==> src/rtl/mbox_seq_pkg.sv <==
package mbox_seq_pkg;

  typedef enum logic [3:0] {
    S_IDLE, S_RDY_RD, S_RDY_WAIT, S_MSG_WR, S_BELL,
    S_RSP_RD, S_RSP_WAIT, S_RB_RD, S_REL
  } seqState_t;

  // Strobes from the control FSM into the datapath
  typedef struct packed {
    logic loadReq;     // capture template, version and divider
    logic clrIdx;
    logic incIdx;
    logic clrPoll;
    logic incPoll;
    logic loadPresc;
    logic decPresc;
    logic capWord;     // store read data into reply word [idx]
    logic capCode;     // store reply code
    logic capTimeout;  // mark the exchange as timed out
    logic finish;      // publish status, pulse done
  } seqStrobe_t;

  localparam int OFS_TO_COP  = 'h010;
  localparam int OFS_TO_HOST = 'h014;
  localparam int OFS_MSG     = 'h100;

  localparam logic [31:0] CODE_OK      = 32'h0000_0001;
  localparam logic [31:0] CODE_CHKSUM  = 32'h8000_0004;
  localparam logic [31:0] CODE_TIMEOUT = 32'h8000_0010;

endpackage

==> src/rtl/mbox_seq_dp.sv <==
module mbox_seq_dp
  import mbox_seq_pkg::*;
#(
  parameter int DATA_W     = 32,
  parameter int NUM_WORDS  = 16,
  parameter int POLL_LIMIT = 1000,
  parameter int PRESC_W    = 16,
  parameter int VER_W      = 4,
  parameter int REL_VER    = 3,
  localparam int IDX_W     = $clog2(NUM_WORDS),
  localparam int POLL_W    = $clog2(POLL_LIMIT + 1)
) (
  input  logic                          clk,
  input  logic                          rst_n,
  input  seqStrobe_t                    stb,
  input  logic [NUM_WORDS*DATA_W-1:0]   reqTemplate,
  input  logic [VER_W-1:0]              protoVer,
  input  logic [PRESC_W-1:0]            pollDiv,
  input  logic [DATA_W-1:0]             busRdata,
  output logic [IDX_W-1:0]              idx,
  output logic [DATA_W-1:0]             tplWord,
  output logic                          idxLast,
  output logic                          pollLast,
  output logic                          prescZero,
  output logic                          relToHost,
  output logic [NUM_WORDS*DATA_W-1:0]   rspWords,
  output logic [DATA_W-1:0]             statusCode,
  output logic [2:0]                    statusIdx
);

  logic [NUM_WORDS-1:0][DATA_W-1:0] tplReg;
  logic [NUM_WORDS-1:0][DATA_W-1:0] rspReg;
  logic [DATA_W-1:0]  codeReg;
  logic               timedOut;
  logic [POLL_W-1:0]  pollCnt;
  logic [PRESC_W-1:0] presc;
  logic [PRESC_W-1:0] divReg;

  assign tplWord   = tplReg[idx];
  assign idxLast   = (idx == IDX_W'(NUM_WORDS - 1));
  assign pollLast  = (pollCnt == POLL_W'(POLL_LIMIT - 1));
  assign prescZero = (presc == '0);
  assign rspWords  = rspReg;

  // Checksum over the reply window selected by the argument count
  logic [DATA_W-1:0] argCnt, sum;
  logic [IDX_W-1:0]  chkPos;
  logic              chkBad;
  always_comb begin
    argCnt = rspReg[2];
    sum    = '0;
    chkPos = '0;
    chkBad = 1'b1;
    if (argCnt <= DATA_W'(NUM_WORDS - 4)) begin
      chkPos = IDX_W'(argCnt) + IDX_W'(3);
      for (int i = 0; i < NUM_WORDS; i++)
        if (i < int'(argCnt) + 3) sum = sum + rspReg[i];
      chkBad = (sum != rspReg[chkPos]);
    end
  end

  logic [DATA_W-1:0] finalCode;
  always_comb begin
    if (timedOut || stb.capTimeout) finalCode = DATA_W'(CODE_TIMEOUT);
    else if (chkBad)                finalCode = DATA_W'(CODE_CHKSUM);
    else                            finalCode = codeReg;
  end

  function automatic logic [2:0] idxOf(input logic [DATA_W-1:0] c);
    logic [2:0] r;
    r = 3'd7;
    if (c == DATA_W'(CODE_OK)) r = 3'd0;
    else
      for (int b = 4; b >= 0; b--)
        if (c[b]) r = 3'(b + 1);
    return r;
  endfunction

  always_ff @(posedge clk) begin
    if (!rst_n) begin
      tplReg     <= '0;
      rspReg     <= '0;
      codeReg    <= '0;
      timedOut   <= 1'b0;
      pollCnt    <= '0;
      presc      <= '0;
      divReg     <= '0;
      idx        <= '0;
      relToHost  <= 1'b0;
      statusCode <= '0;
      statusIdx  <= '0;
    end else begin
      if (stb.loadReq) begin
        tplReg    <= reqTemplate;
        divReg    <= pollDiv;
        relToHost <= (protoVer < VER_W'(REL_VER));
        timedOut  <= 1'b0;
      end
      if (stb.clrPoll)        pollCnt <= '0;
      else if (stb.incPoll)   pollCnt <= pollCnt + 1'b1;
      if (stb.loadPresc)      presc <= divReg;
      else if (stb.decPresc)  presc <= presc - 1'b1;
      if (stb.clrIdx)         idx <= '0;
      else if (stb.incIdx)    idx <= idx + 1'b1;
      if (stb.capWord)        rspReg[idx] <= busRdata;
      if (stb.capCode)        codeReg <= busRdata;
      if (stb.capTimeout)     timedOut <= 1'b1;
      if (stb.finish) begin
        statusCode <= finalCode;
        statusIdx  <= idxOf(finalCode);
      end
    end
  end

endmodule

==> src/rtl/mbox_seq_ctl.sv <==
module mbox_seq_ctl
  import mbox_seq_pkg::*;
#(
  parameter int DATA_W    = 32,
  parameter int ADDR_W    = 12,
  parameter int NUM_WORDS = 16,
  localparam int IDX_W    = $clog2(NUM_WORDS)
) (
  input  logic               clk,
  input  logic               rst_n,
  input  logic               reqValid,
  output logic               reqAck,
  output logic               busValid,
  output logic               busWrite,
  output logic [ADDR_W-1:0]  busAddr,
  output logic [DATA_W-1:0]  busWdata,
  input  logic               busReady,
  input  logic [DATA_W-1:0]  busRdata,
  input  logic [IDX_W-1:0]   idx,
  input  logic [DATA_W-1:0]  tplWord,
  input  logic               idxLast,
  input  logic               pollLast,
  input  logic               prescZero,
  input  logic               relToHost,
  output seqStrobe_t         stb,
  output logic               done
);

  seqState_t st, nxt;

  logic [ADDR_W-1:0] msgAddr;
  assign msgAddr = ADDR_W'(OFS_MSG) + ADDR_W'({idx, 2'b00});

  always_comb begin
    nxt      = st;
    stb      = '0;
    reqAck   = 1'b0;
    busValid = 1'b0;
    busWrite = 1'b0;
    busAddr  = '0;
    busWdata = '0;
    unique case (st)
      S_IDLE: if (reqValid) begin
        reqAck      = 1'b1;
        stb.loadReq = 1'b1;
        stb.clrPoll = 1'b1;
        nxt         = S_RDY_RD;
      end
      S_RDY_RD: begin
        busValid = 1'b1;
        busAddr  = ADDR_W'(OFS_TO_HOST);
        if (busReady) begin
          if (busRdata == '0) begin
            stb.clrIdx = 1'b1;
            nxt        = S_MSG_WR;
          end else if (pollLast) begin
            stb.capTimeout = 1'b1;
            stb.finish     = 1'b1;
            nxt            = S_IDLE;
          end else begin
            stb.incPoll   = 1'b1;
            stb.loadPresc = 1'b1;
            nxt           = S_RDY_WAIT;
          end
        end
      end
      S_RDY_WAIT, S_RSP_WAIT: begin
        if (prescZero) nxt = (st == S_RDY_WAIT) ? S_RDY_RD : S_RSP_RD;
        else           stb.decPresc = 1'b1;
      end
      S_MSG_WR: begin
        busValid = 1'b1;
        busWrite = 1'b1;
        busAddr  = msgAddr;
        busWdata = tplWord;
        if (busReady) begin
          if (idxLast) nxt = S_BELL;
          else         stb.incIdx = 1'b1;
        end
      end
      S_BELL: begin
        busValid = 1'b1;
        busWrite = 1'b1;
        busAddr  = ADDR_W'(OFS_TO_COP);
        busWdata = DATA_W'(1);
        if (busReady) begin
          stb.clrPoll = 1'b1;
          nxt         = S_RSP_RD;
        end
      end
      S_RSP_RD: begin
        busValid = 1'b1;
        busAddr  = ADDR_W'(OFS_TO_HOST);
        if (busReady) begin
          if (busRdata != '0) begin
            stb.capCode = 1'b1;
            stb.clrIdx  = 1'b1;
            nxt         = S_RB_RD;
          end else if (pollLast) begin
            stb.capTimeout = 1'b1;
            nxt            = S_REL;
          end else begin
            stb.incPoll   = 1'b1;
            stb.loadPresc = 1'b1;
            nxt           = S_RSP_WAIT;
          end
        end
      end
      S_RB_RD: begin
        busValid = 1'b1;
        busAddr  = msgAddr;
        if (busReady) begin
          stb.capWord = 1'b1;
          if (idxLast) nxt = S_REL;
          else         stb.incIdx = 1'b1;
        end
      end
      S_REL: begin
        busValid = 1'b1;
        busWrite = 1'b1;
        busAddr  = relToHost ? ADDR_W'(OFS_TO_HOST) : ADDR_W'(OFS_TO_COP);
        if (busReady) begin
          stb.finish = 1'b1;
          nxt        = S_IDLE;
        end
      end
      default: nxt = S_IDLE;
    endcase
  end

  always_ff @(posedge clk) begin
    if (!rst_n) begin
      st   <= S_IDLE;
      done <= 1'b0;
    end else begin
      st   <= nxt;
      done <= stb.finish;
    end
  end

endmodule

==> src/rtl/mbox_cmd_seq.sv <==
module mbox_cmd_seq
  import mbox_seq_pkg::*;
#(
  parameter int DATA_W     = 32,
  parameter int ADDR_W     = 12,
  parameter int NUM_WORDS  = 16,
  parameter int POLL_LIMIT = 1000,
  parameter int PRESC_W    = 16,
  parameter int VER_W      = 4,
  parameter int REL_VER    = 3,
  localparam int IDX_W     = $clog2(NUM_WORDS)
) (
  input  logic                         clk,
  input  logic                         rst_n,
  input  logic                         reqValid,
  output logic                         reqAck,
  input  logic [NUM_WORDS*DATA_W-1:0]  reqTemplate,
  input  logic [VER_W-1:0]             protoVer,
  input  logic [PRESC_W-1:0]           pollDiv,
  output logic                         busValid,
  output logic                         busWrite,
  output logic [ADDR_W-1:0]            busAddr,
  output logic [DATA_W-1:0]            busWdata,
  input  logic                         busReady,
  input  logic [DATA_W-1:0]            busRdata,
  output logic                         done,
  output logic [DATA_W-1:0]            statusCode,
  output logic [2:0]                   statusIdx,
  output logic [NUM_WORDS*DATA_W-1:0]  rspWords
);

  seqStrobe_t        stb;
  logic [IDX_W-1:0]  idx;
  logic [DATA_W-1:0] tplWord;
  logic              idxLast, pollLast, prescZero, relToHost;

  mbox_seq_ctl #(
    .DATA_W(DATA_W), .ADDR_W(ADDR_W), .NUM_WORDS(NUM_WORDS)
  ) u_ctl (
    .clk(clk), .rst_n(rst_n), .reqValid(reqValid), .reqAck(reqAck),
    .busValid(busValid), .busWrite(busWrite), .busAddr(busAddr),
    .busWdata(busWdata), .busReady(busReady), .busRdata(busRdata),
    .idx(idx), .tplWord(tplWord), .idxLast(idxLast), .pollLast(pollLast),
    .prescZero(prescZero), .relToHost(relToHost), .stb(stb), .done(done)
  );

  mbox_seq_dp #(
    .DATA_W(DATA_W), .NUM_WORDS(NUM_WORDS), .POLL_LIMIT(POLL_LIMIT),
    .PRESC_W(PRESC_W), .VER_W(VER_W), .REL_VER(REL_VER)
  ) u_dp (
    .clk(clk), .rst_n(rst_n), .stb(stb), .reqTemplate(reqTemplate),
    .protoVer(protoVer), .pollDiv(pollDiv), .busRdata(busRdata),
    .idx(idx), .tplWord(tplWord), .idxLast(idxLast), .pollLast(pollLast),
    .prescZero(prescZero), .relToHost(relToHost), .rspWords(rspWords),
    .statusCode(statusCode), .statusIdx(statusIdx)
  );

endmodule

==> config.mk <==
export PLATFORM = sky130hd
export DESIGN_NAME = mbox_cmd_seq
export DESIGN_NICKNAME = d
export VERILOG_FILES = /design/src/rtl/mbox_seq_pkg.sv /design/src/rtl/mbox_seq_dp.sv /design/src/rtl/mbox_seq_ctl.sv /design/src/rtl/mbox_cmd_seq.sv
export SDC_FILE = /design/constraint.sdc
export NUM_CORES = 2
export LEC_CHECK = 0
export BUFFER_PORTS_ARGS = -buffer_cell sky130_fd_sc_hd__buf_2
export CAP_MARGIN = 10
export CORE_AREA = 2 2 459 461
export DETAILED_ROUTE_END_ITERATION = 7
export DIE_AREA = 0 0 461 463
export PLACE_DENSITY_LB_ADDON = 0.25
export SLEW_MARGIN = 20
export SYNTH_ARGS = -nofsm -noshare
export SYNTH_HDL_FRONTEND = slang
export SYNTH_SLANG_ARGS = --single-unit
==> constraint.sdc <==
create_clock -name clk -period 55.1 [get_ports clk]
set_input_delay 2.755 -clock clk [delete_from_list [all_inputs] [get_ports clk]]
set_output_delay 2.755 -clock clk [all_outputs]
set_load 0.05 [all_outputs]
==> results.cfg <==
[clock_tree]
cts_sinks = 1144
ctsLongestPathBuffers = 3
cts-htree-levels = 4
cts_resized = 0
clk_pin_slew_worst_paths_ns = 0.06
cts-hold-fix-buffers = 0
cts_buffers = 133
cts_tree = yes
root_buffer = clkbuf_16
insertion_delay_ns = 0.87
post_cts_buffers = 0

[critical_path]
cp_max_fo = 34
max_stage_delay_ns = 0.87
crit_buf_inv = 7
criticalPathCategory = flip-flop to flip-flop
worst_path_max_delay_cell = a41oi_1
worst_path_most_repeated_cell = ha_1
crit_path_end_kind = flip-flop
crit_family = compound AO/OA/AOI/OAI gates
critPathLaunchType = flip-flop
cp.arrival_ns = 35.25
required_ns = 55.84

[yosys]
synth.ff_latch_count = 1144
synth_top_area_share_pct = 27.9
synth_seq_area_share_pct = 27.9
synth_edf_count = 0
synthTopCellsByArea = dfxtp_1, nand2_1, a21oi_1
yosys_warnings = 0
synth_cell_types = 104
ys_async_sr_fraction_pct = 0
synth_cells = 10800
synthesis.area_sq_mm = 0.0821
yosysTopAreaCell = dfxtp_1
syn_area_per_cell_sq_um = 7.58
ys.flop_type = dfxtp_1

[final_layout]
design_area_sq_mm = 0.0960
num-fill-cells = 21000
area_growth_pct = 16.9
drive_gt1_share_pct = 18.1
num-nets-final = 12800

[outcome]
outcome = complete, no violations

[sta]
finalSetupViolations = 0
hold_violations = 0
timing.final.crit_period_ns = 34.51
fin_setup_tns_ns = 0
worst_pin_slew_ns = 1.31
slew_headroom_pct = 11.9
clock_skew_ns = 0.0590
rsz0062_at_grt = false
fmax_mhz = 29.0
slew_viol_final = 0
final.period_utilization_pct = 62.6

[floorplan]
fp.dieH_um = 463
initial_core_util_pct = 39.4
dieArea_sq_mm = 0.213
fp.coreArea_sq_mm = 0.209
rows = 168
ios = 1163
die_w_um = 461

[pwr]
seqPwrFrac_pct = 40.8
clkPwrFrac_pct = 40.6
leakage_nw = 41.1
switching_share_pct = 33.1
p_per_area_mw_per_mm2 = 24.5
p_switching_uw = 779
p_int_mw = 1.57
p_comb_share_pct = 18.6
irDropWorstVdd_mv = 0.0341

[drt]
wl_um = 546000
drt_pre_antenna_iters = 7
ant_nets = 0
vias_per_cell = 6.50
dr.first_iter.drc_count = 12700
vias = 95600
remaining_drc_errors = 0
wire_per_inst_um = 37.1

[grt]
grt_pass1_wl_um = 727000
antenna_found_initial = 163
first_global_vias = 87100
grt_max_degree = 254
grt.total_usage_pct = 49.1
globalRouteOverflowTotal = 0

[placed_design]
placed_area_sq_mm = 0.0909
hpwlAfterDp_um = 425000
place.gp.congestion = 1.11
io_buffers = 1155

[job]
maxCapViolCount = 0

[min_path]
hold_path_class = flip-flop to flip-flop
==> final timing paths <==
| kind | start | to | slack (ns) | depth (start not counted) |
|---|---|---|---|---|
| worst max register to register | u_dp.argCnt[0] | u_dp.statusCode[18] | 20.59 | 129 |
| worst min register to register | u_dp.tplReg[354] | u_dp.tplReg[354] | 0.45 | 2 |
| worst max-delay path | u_dp.argCnt[0] | u_dp.statusCode[18] | 20.59 | 129 |
| worst min-delay path | u_dp.tplReg[354] | u_dp.tplReg[354] | 0.45 | 2 |
==> registers in the layout, indices dropped and copies added, names as in the netlist <==
| signal | count |
|---|---|
| u_dp.idx | 4 |
| u_ctl.done | 1 |
| u_dp.timedOut | 1 |
| u_dp.argCnt | 32 |
| u_dp.presc | 16 |
| u_ctl.st | 4 |
| u_dp.statusIdx | 3 |
| u_dp.tplReg | 512 |
| u_dp.divReg | 16 |
| u_dp.pollCnt | 10 |
| u_dp.codeReg | 32 |
| u_dp.rspWords | 480 |
| u_dp.relToHost | 1 |
| u_dp.statusCode | 32 |
==> logic make-up after synthesis <==
group / after synthesis / share of synthesized area, %
AO/OA/AOI/OAI: 3054 / 22.4
XOR/XNOR: 450 / 4.87
adder cells (fa/ha/maj): 545 / 8.45
buffers and inverters: 898 / 4.26
flip-flops: 1144 / 27.9
multiplexers: 367 / 9.34
other: 1 / 0.00457
AND/OR/NAND/NOR: 4372 / 22.8
==> layout by cell type, fill, tap and decap left out, types with 75 or more instances in the layout <==
master and instances:
a211oi_1 84, a21o_1 173, a21oi_1 1579, a31oi_1 112, and2_1 79, buf_2 1155, buf_4 238, clkbuf_16 135
dfxtp_1 1139, diode_2 139, ha_1 529, inv_1 201, mux4_2 316, nand2_1 2779, nand3_1 175, nor2_1 601
nor2b_1 75, nor3_1 153, o21a_1 105, o21ai_0 360, xnor2_1 258, xor2_1 185
==> through the flow <==
step                      hold slack [ns]  total power [mW]  util (%)  setup slack [ns]  instances
after global routing                0.465              2.42      45.9             18.87      14600
after global placement              0.436              1.39      43.6             21.01      14300
final                               0.451              2.35      46.0             20.59      14700
after detailed placement            0.441              1.40      43.6             21.73      14300
after floorplan                     0.433              1.23         -             29.06      10800
after CTS                           0.450              2.34      45.8             21.55      14600
==> final cells by class <==
class / instances / area (sq um) / share of cell area, %
Multi-Input combinational cell: 8795 / 56100 / 58.5
Sequential cell: 1144 / 22900 / 23.9
Timing Repair Buffer: 1397 / 7650 / 7.97
Clock buffer: 186 / 3840 / 4.00
Tap cell: 2805 / 3510 / 3.66
Clock inverter: 50 / 818 / 0.853
Inverter: 203 / 777 / 0.810
Antenna cell: 139 / 348 / 0.362
==> layer usage <==
| metal | vias up | GRT usage, % | share of wire, % |
|---|---|---|---|
| met4 | 86 | 46.5 | 11 |
| met1 | 46300 | 57.0 | 36 |
| met2 | 6969 | 70.5 | 41 |
| li1 | 40300 | - | - |
| met5 | - | 0.136 | 0.11 |
| met3 | 1954 | 16.0 | 11 |
==> synthesized netlist by cell type, types with 37 or more instances <==
cell / instances
dfxtp_1: 1144
nand2_1: 2792
xor2_1: 186
inv_1: 201
o31ai_1: 44
or3_1: 43
nand3_1: 176
and3_1: 69
a21oi_1: 1586
o211ai_1: 73
clkbuf_1: 549
a21o_1: 173
o22ai_1: 38
and2_1: 79
nor2_1: 620
nor4_1: 76
nand2b_1: 66
a211o_1: 37
buf_2: 40
nand4_1: 73
o21a_1: 105
a211oi_1: 90
buf_1: 90
mux4_2: 316
o21ai_0: 362
xnor2_1: 260
a31oi_1: 114
nor3_1: 161
ha_1: 530
nor2b_1: 75
o21bai_1: 44
==> worst register-to-register path: cells and delay by family, from the launching register on <==
family | cells | cell delay, ns
buffers and inverters | 7 | 1.56
flip-flops | 1 | 0.72
AO/OA/AOI/OAI | 48 | 14.17
adder cells (fa/ha/maj) | 17 | 5.96
AND/OR/NAND/NOR | 39 | 8.06
XOR/XNOR | 18 | 4.00
==> power groups by stage <==
stage	logic [mW]	registers, mW	clock network [mW]
2_1_floorplan	0.276	0.952	0
3_5_place_dp	0.422	0.975	0
3_3_place_gp	0.415	0.972	0
4_1_cts	0.423	0.958	0.958
5_1_grt	0.465	0.967	0.988
6_report	0.437	0.961	0.956
No activity file was read; power rests on OpenSTA's default activity.
